<file path="src/rtl/pfq_pkg.sv">
package pfq_pkg;
  localparam int unsigned BYTE_W = 8;

  typedef enum logic {
    FK_WORD = 1'b0,
    FK_HIGH = 1'b1
  } fetch_kind_e;

  function automatic logic [1:0] kind_lanes(fetch_kind_e k);
    return (k == FK_HIGH) ? 2'b10 : 2'b11;
  endfunction
endpackage

</file>
<file path="src/rtl/pfq_addr.sv">
module pfq_addr #(
  parameter int unsigned SEG_W = 16,
  parameter int unsigned OFF_W = 16,
  parameter int unsigned SHIFT = 4,
  parameter int unsigned AW    = 20
) (
  input  logic [SEG_W-1:0] seg_i,
  input  logic [OFF_W-1:0] off_i,
  output logic [AW-1:0]    addr_o
);
  localparam int unsigned SW = SEG_W + SHIFT;
  logic [SW-1:0] base;

  always_comb begin
    base   = {seg_i, {SHIFT{1'b0}}};
    addr_o = AW'(base) + AW'(off_i);
  end
endmodule

</file>
<file path="src/rtl/pfq_store.sv">
module pfq_store #(
  parameter int unsigned DEPTH = 6,
  parameter int unsigned W     = 8,
  parameter int unsigned CW    = $clog2(DEPTH + 1)
) (
  input  logic           clk,
  input  logic           rst_n,
  input  logic           flush_i,
  input  logic [1:0]     push_n_i,
  input  logic [2*W-1:0] push_d_i,
  input  logic           pop_i,
  output logic [W-1:0]   head_o,
  output logic           valid_o,
  output logic [CW-1:0]  count_o
);
  localparam int unsigned PW = (DEPTH > 1) ? $clog2(DEPTH) : 1;

  logic [PW-1:0] rd_q, rd_n, wr_q, wr_n, wr1;
  logic [CW-1:0] cnt_q, cnt_n;
  logic [W-1:0]  ent_q [DEPTH];

  function automatic logic [PW-1:0] step(logic [PW-1:0] p);
    return (p == PW'(DEPTH - 1)) ? '0 : p + 1'b1;
  endfunction

  always_comb begin
    wr1 = step(wr_q);
    if (flush_i) begin
      rd_n  = '0;
      wr_n  = '0;
      cnt_n = '0;
    end else begin
      rd_n  = pop_i ? step(rd_q) : rd_q;
      case (push_n_i)
        2'd1:    wr_n = wr1;
        2'd2:    wr_n = step(wr1);
        default: wr_n = wr_q;
      endcase
      cnt_n = cnt_q + CW'(push_n_i) - CW'(pop_i);
    end
  end

  always_ff @(posedge clk or negedge rst_n) begin
    if (!rst_n) begin
      rd_q  <= '0;
      wr_q  <= '0;
      cnt_q <= '0;
    end else begin
      rd_q  <= rd_n;
      wr_q  <= wr_n;
      cnt_q <= cnt_n;
    end
  end

  for (genvar g = 0; g < DEPTH; g++) begin : g_ent
    logic we_lo, we_hi;
    always_comb begin
      we_lo = !flush_i && (push_n_i != 2'd0) && (wr_q == PW'(g));
      we_hi = !flush_i && (push_n_i == 2'd2) && (wr1 == PW'(g));
    end
    always_ff @(posedge clk) begin
      if (we_lo)      ent_q[g] <= push_d_i[W-1:0];
      else if (we_hi) ent_q[g] <= push_d_i[2*W-1:W];
    end
  end

  always_comb begin
    head_o  = ent_q[rd_q];
    valid_o = (cnt_q != '0);
    count_o = cnt_q;
  end
endmodule

</file>
<file path="src/rtl/pfq_unit.sv">
module pfq_unit
  import pfq_pkg::*;
#(
  parameter int unsigned DEPTH  = 6,
  parameter int unsigned SEG_W  = 16,
  parameter int unsigned IP_W   = 16,
  parameter int unsigned AW     = 20,
  parameter logic [15:0] RST_CS = 16'hFFFF,
  parameter logic [15:0] RST_IP = 16'h0000
) (
  input  logic              clk,
  input  logic              rst_n,
  input  logic              jmp_valid_i,
  input  logic [SEG_W-1:0]  jmp_cs_i,
  input  logic [IP_W-1:0]   jmp_ip_i,
  output logic              mem_req_o,
  output logic [AW-1:0]     mem_addr_o,
  output logic [1:0]        mem_be_o,
  input  logic              mem_ack_i,
  input  logic [2*BYTE_W-1:0] mem_rdata_i,
  output logic              q_valid_o,
  output logic [BYTE_W-1:0] q_byte_o,
  input  logic              q_ready_i
);
  localparam int unsigned CW = $clog2(DEPTH + 1);
  localparam int unsigned DW = 2 * BYTE_W;

  logic [SEG_W-1:0] cs_q, cs_n;
  logic [IP_W-1:0]  ip_q, ip_n;
  logic             busy_q, busy_n, stale_q, stale_n;
  fetch_kind_e      kind_q, kind_n;
  logic [AW-1:0]    addr_q, addr_n, fetch_addr;
  logic [CW-1:0]    q_count, free;
  logic             flush, can_word, can_high, issue, accept, pop;
  logic [1:0]       push_n;
  logic [DW-1:0]    push_d;

  pfq_addr #(.SEG_W(SEG_W), .OFF_W(IP_W), .SHIFT(4), .AW(AW)) u_addr (
    .seg_i (cs_q),
    .off_i (ip_q),
    .addr_o(fetch_addr)
  );

  always_comb begin
    flush    = jmp_valid_i;
    free     = CW'(DEPTH) - q_count;
    can_word = !ip_q[0] && (free >= CW'(2));
    can_high =  ip_q[0] && (free >= CW'(1));
    issue    = !busy_q && !flush && (can_word || can_high);
    accept   = busy_q && mem_ack_i && !stale_q && !flush;
    pop      = q_valid_o && q_ready_i && !flush;

    cs_n   = flush ? jmp_cs_i : cs_q;
    ip_n   = flush ? jmp_ip_i
           : issue ? ip_q + {{(IP_W-2){1'b0}}, ~ip_q[0], ip_q[0]}
           : ip_q;
    kind_n = issue ? (ip_q[0] ? FK_HIGH : FK_WORD) : kind_q;
    addr_n = issue ? fetch_addr : addr_q;

    if (issue)                       busy_n = 1'b1;
    else if (busy_q && mem_ack_i)    busy_n = 1'b0;
    else                             busy_n = busy_q;

    if (busy_q && mem_ack_i)         stale_n = 1'b0;
    else if (busy_q && flush)        stale_n = 1'b1;
    else                             stale_n = stale_q;

    if (!accept) begin
      push_n = 2'd0;
      push_d = mem_rdata_i;
    end else if (kind_q == FK_HIGH) begin
      push_n = 2'd1;
      push_d = {mem_rdata_i[DW-1:BYTE_W], mem_rdata_i[DW-1:BYTE_W]};
    end else begin
      push_n = 2'd2;
      push_d = mem_rdata_i;
    end
  end

  always_ff @(posedge clk or negedge rst_n) begin
    if (!rst_n) begin
      cs_q    <= RST_CS;
      ip_q    <= RST_IP;
      busy_q  <= 1'b0;
      stale_q <= 1'b0;
      kind_q  <= FK_WORD;
      addr_q  <= '0;
    end else begin
      cs_q    <= cs_n;
      ip_q    <= ip_n;
      busy_q  <= busy_n;
      stale_q <= stale_n;
      kind_q  <= kind_n;
      addr_q  <= addr_n;
    end
  end

  pfq_store #(.DEPTH(DEPTH), .W(BYTE_W), .CW(CW)) u_store (
    .clk     (clk),
    .rst_n   (rst_n),
    .flush_i (flush),
    .push_n_i(push_n),
    .push_d_i(push_d),
    .pop_i   (pop),
    .head_o  (q_byte_o),
    .valid_o (q_valid_o),
    .count_o (q_count)
  );

  always_comb begin
    mem_req_o  = busy_q;
    mem_addr_o = addr_q;
    mem_be_o   = kind_lanes(kind_q);
  end
endmodule

</file>
<file path="config.mk">
export PLATFORM = sky130hd
export DESIGN_NAME = pfq_unit
export DESIGN_NICKNAME = d
export VERILOG_FILES = /design/src/rtl/pfq_pkg.sv /design/src/rtl/pfq_addr.sv /design/src/rtl/pfq_store.sv /design/src/rtl/pfq_unit.sv
export SDC_FILE = /design/constraint.sdc
export NUM_CORES = 1
export LEC_CHECK = 0
export BUFFER_PORTS_ARGS = -buffer_cell sky130_fd_sc_hd__buf_2
export CORE_UTILIZATION = 53
export CTS_CLUSTER_SIZE = 10
export DETAILED_ROUTE_END_ITERATION = 7
export PLACE_DENSITY = 0.8
export SYNTH_ARGS = -nofsm -noshare
export SYNTH_HDL_FRONTEND = slang
export SYNTH_HIERARCHICAL = 1
export SYNTH_SLANG_ARGS = --single-unit
</file>
<file path="constraint.sdc">
create_clock -name clk -period 2.5 [get_ports clk]
set_input_delay 0.5 -clock clk [delete_from_list [all_inputs] [get_ports clk]]
set_output_delay 0.5 -clock clk [all_outputs]
set_load 0.03 [all_outputs]
</file>
* Yosys cells after proc, flatten, opt, wreduce, memory -nomap -nowiden *
Memories as Yosys holds them, arrays and structs flattened.
Cells that the tools add are included.

word-level totals
  memories = 1
  output and inout port bits = 32
  logic and storage cells = 150
  flip-flop bits (word level) = 64
  memory bits (writable) = 48

cells by class
  mux-type cells = 68
  equality and inequality tests = 13
  bitwise logic cells = 7
  magnitude comparators = 2
  reduce and logical (&&, ||, !) cells = 42
  add/sub/neg operators = 8

memory list
  name           depth  width  read ports  clocked after memory_dff  wr ports  line             RTL
  u_store.ent_q  6      8      1           0                         2         pfq_store.sv:20  logic [W-1:0] ent_q [DEPTH];

operator list
  kind                                                               count
  2-to-1 mux 8 bit                                                   12
  2-to-1 mux 1 bit                                                   40
  2-to-1 mux 3 bit                                                   11
  2-to-1 mux 16 bit                                                  2
  OR reduction 8 bit                                                 4
  logical AND 1 bit                                                  24
  adder 20 x 16 -> 20 bit                                            1
  adder 16 x 2 -> 16 bit                                             1
  equality test 3 bit, second input constant                         5
  equality test 3 x 2 -> 1 bit, second input constant                4
  nonzero test 2 bit                                                 5
  adder 3 x 1 -> 3 bit, second input constant                        3
  equality test 3 x 1 -> 1 bit, second input constant                2
  zero test 3 bit                                                    2
  bitwise OR 1 bit                                                   6
  case mux 3 bit (2 select lines)                                    1
  nonzero test 3 bit                                                 2
  zero test 1 bit                                                    4
  2-to-1 mux 2 bit                                                   2
  adder 3 x 2 -> 3 bit                                               1
  greater-or-equal comparator 3 x 1 -> 1 bit, second input constant  1
  greater-or-equal comparator 3 x 2 -> 1 bit, second input constant  1
  subtractor 3 x 1 -> 3 bit                                          1
  subtractor 3 bit, first input constant                             1
  other kinds (4)                                                    4

* Longest topological paths before layout *
  depth in word-level cells = 14
  depth in mapped cells = 11

* By module *
The synthesis kept the hierarchy.

modules (own cells, without submodules)
  module     instances  seq. area each (sq um)  area each (sq um)  cells each
  pfq_store  1          1666.6                  3143.0             223
  pfq_unit   1          1396.3                  2692.6             230
  pfq_addr   1          0.0                     715.7              97

* Least setup slack after synthesis *
OpenSTA, ideal clock, no wires.

  path type = register -> register
  start = reg busy_q (netlist: mem_req_o)
  end = mem u_store.ent_q[1][0] (enable)
  period minus slack after synthesis = 2.794 ns
  buffers on the path = 2
  data required time = 2.105 ns
  arrival = 2.399 ns
  cell stages (with the launch flop) = 7
  library setup time = 0.395 ns
  slack = -0.294 ns
  cell sequence = dfrtp_1 clkbuf_1 nand4_1 inv_1 buf_4 nor2_1 nor4_1

RTL lines
  item                    line             RTL
  start, declared         pfq_unit.sv:30   logic busy_q, busy_n, stale_q, stale_n;
  start signal, assigned  pfq_unit.sv:91   busy_q <= busy_n;
  end, declared           pfq_store.sv:20

* Worst setup path after layout *
  start = reg ip_q[4]
  end = reg addr_q[14] (netlist: mem_addr_o[14])

on the way
  cells in the longest elaborated chain, start to end = 1

RTL lines
  item                      line            RTL
  start, declared           pfq_unit.sv:29  logic [IP_W-1:0] ip_q, ip_n;
  start signal, assigned    pfq_unit.sv:90  ip_q <= ip_n;
  adder 20 x 16 -> 20 bit   pfq_addr.sv:16  addr_o = AW'(base) + AW'(off_i);
  named net fetch_addr[14]  pfq_unit.sv:32  logic [AW-1:0] addr_q, addr_n, fetch_addr;
  end signal, assigned      pfq_unit.sv:94  addr_q <= addr_n;
  end, declared             pfq_unit.sv:32

The timed path passes the listed nets, and every way through them passes these cells.
A chain may end at the register's enable or synchronous reset.

==> run summary <==
Post-place setup slack: 10.7 ps
Failing checks: setup timing
GR Util met3: 3.80%
Routed Antenna Nets: 0
First-pass GRT wire length: 24400 um
CTS buffer count: 9
Min-delay worst type: input pin to async pin
I/O pin count: 85
Crit path kind: flip-flop to flip-flop
Routed WL per cell: 19.0 um
Final setup fails: 1
Post-Layout Cell Count: 801
P&R area growth vs syn: 16.6%
Overall routed net length: 15200 um
Die Ht: 113 um
Chip width: 113 um
Syn Inst Count: 550
Peak VDD IR: 0.535 mV
Synth Warn #: 6
Seq/Total Area, Yosys: 46.8%
Vias per inst: 6.19
Drt initial violations: 447
CP arrival: 2780 ps
Element type at the critical path end: flip-flop
Most frequent cells in the layout: mux2_2, buf_2, edfxtp_1, dfrtp_1, nor2_1
Cell Area, Synth: 6550 sq um
Number of distinct library cells after synthesis: 76
Worst endpoint required time: 2740 ps
#FFs+latches synth: 112
Initial Util: 54.5%
Post-DP HPWL: 10600 um
GRT Resource Usage Total: 24.8%
Post-synth ARST share: 57.1%
Vias: 4955
Routing usage on met1: 32.2%
Status: finished with violations
Slew Viols, Final: 0
Synth Net Count: 626
Post-synth EDFFs: 48
Die Area: 12800 sq um
Syn Area/Cell: 11.9 sq um
Core box area: 12000 sq um
Worst reg2reg path depth: 9
Port Buffer Count: 83
Worst setup path start: ip_q[4]$_DFFE_PN0P_
Share of cells above drive strength 1: 42.1%
Tot Pwr: 5.78 mW
Grt ovf: 0
Drt drc: 0
Clock input transition at the sequential cells of the worst setup and hold paths: 70 ps
Inst Count DP: 781
Number of global-route vias before repair: 4873
Final nets: 724
Commonest non-fill, non-tap cell in the layout: mux2_2
Final RePlAce weighted congestion: 0.839
Clock tree sinks: 112
Initial antenna violation count: 1
Num rows: 40
Clk root buf: clkbuf_16
# Max-Cap Violations: 0
CTS tree: yes
Worst r2r src: ip_q[4]$_DFFE_PN0P_
Drt first pass iters: 5
Measured slew at the worst slew-check pin: 638 ps
Fin. Hold Viols: 0
CTS max path bufs: 2
Synth Flop Type: edfxtp_1
Max Clock Freq: 395 MHz
Busiest grt layer: met2
Pwr Density: 756 nW/um^2
RSZ-0062 raised after global routing: true
Critical Path Start Type: flip-flop
Largest net degree at the start of global routing: 45
CP Max Fanout: 3
Setup tns final: -33.1 ps
Max transition margin: 57.5%
Htree depth: 3
Final worst setup slack: -33.1 ps
Leakage Power: 3.04 nW
GR met2 Demand/Resource: 40.9%
Worst Skew: 4.10 ps
Clk Latency, worst-skew pair: 360 ps
Final period util: 101%
Period minus WS final: 2530 ps
-- sequential cells by signal, summed over array words and instances, names as in the netlist --
register / cells
u_store/ent_q: 48
cs_q: 16
mem_req_o: 1
u_store/rd_q: 3
stale_q: 1
u_store/count_o: 3
ip_q: 16
kind_q: 1
u_store/wr_q: 3
mem_addr_o: 20
-- logic make-up after synthesis --
| kind of cell | share of synthesized area, % |
|---|---|
| simple gates | 11.8 |
| flops | 46.8 |
| mux | 20.1 |
| compound gates | 11.2 |
| buf+inv | 3.48 |
| fa+ha+maj | 4.62 |
| xor+xnor | 2.01 |
| other cells | 0.0572 |
-- metal layers --
metal	routed length [um]	vias up
li1	-	2288
met1	6610	2473
met2	7430	159
met3	723	35
met4	430	0
met5	0	-
-- path summary, 6_finish.rpt --
| kind | slack [ps] | to |
|---|---|---|
| min reg2reg | 500 | mem_addr_o[1]$_DFFE_PN0P_ |
| max | -30 | mem_addr_o[14]$_DFFE_PN0P_ |
| max in group asynchronous | 1700 | cs_q[11]$_DFFE_PN1P_ |
| min | 160 | ip_q[8]$_DFFE_PN0P_ |
| min in group clk | 360 | ip_q[0]$_DFFE_PN0P_ |
| max reg2reg | -30 | mem_addr_o[14]$_DFFE_PN0P_ |
-- timing repair --
| item | in CTS | in global routing |
|---|---|---|
| resized for setup | 2 | 3 |
| endpoints found under the setup margin | 1 | 3 |
| hold buffers | 0 | 0 |
| hold endpoints to repair | 0 | 0 |
| pin swaps | 4 | 9 |
| buffers inserted | 1 | 2 |
-- final cells by class --
class,instances,area (sq um)
repair buffers,118,716
fillers,926,4370
clock inverters,6,60.1
well taps,147,184
diodes,1,2.50
clock buffers,10,229
multi-input cells,389,3320
inverters,18,67.6
flip-flops and latches,112,3060
-- per-stage QoR --
| stage | area (sq um) | hold WS, ps | util [%] |
|---|---|---|---|
| floorplan | 6580 | 204 | - |
| global placement | 7300 | 484 | 60.7 |
| detailed placement | 7300 | 489 | 60.7 |
| CTS | 7610 | 170 | 63.3 |
| global route | 7640 | 193 | 63.6 |
| finish | 7640 | 158 | 63.6 |
-- power breakdown --
group / switching (mW) / total [mW] / internal, mW
registers: 0.185 / 2.39 / 2.20
logic: 1.17 / 1.96 / 0.796
clock network: 0.656 / 1.43 / 0.772
-- Yosys cell counts (9+ instances only) --
library cell	instances	area, sq um
dfstp_2	16	420
a21oi_1	26	130
clkbuf_1	13	48.8
nand2_1	18	67.6
o31ai_1	9	67.6
ha_1	21	263
mux2_2	92	1040
dfrtp_1	48	1200
edfxtp_1	48	1440
mux2i_1	10	100
o21ai_0	9	45.0
inv_1	17	63.8
a31oi_1	13	81.3
nand3_1	16	80.1
nor2_1	43	161
-- worst max-delay path, stage by stage (launching register included) --
cell	delay (ps)
dfrtp_1	410
ha_4	180
fa_2	340
a211o_1	320
a211oi_4	330
buf_4	190
o31ai_1	90
a21oi_1	220
xnor2_1	90
mux2_2	260
Power figures use the tool's default switching activity.
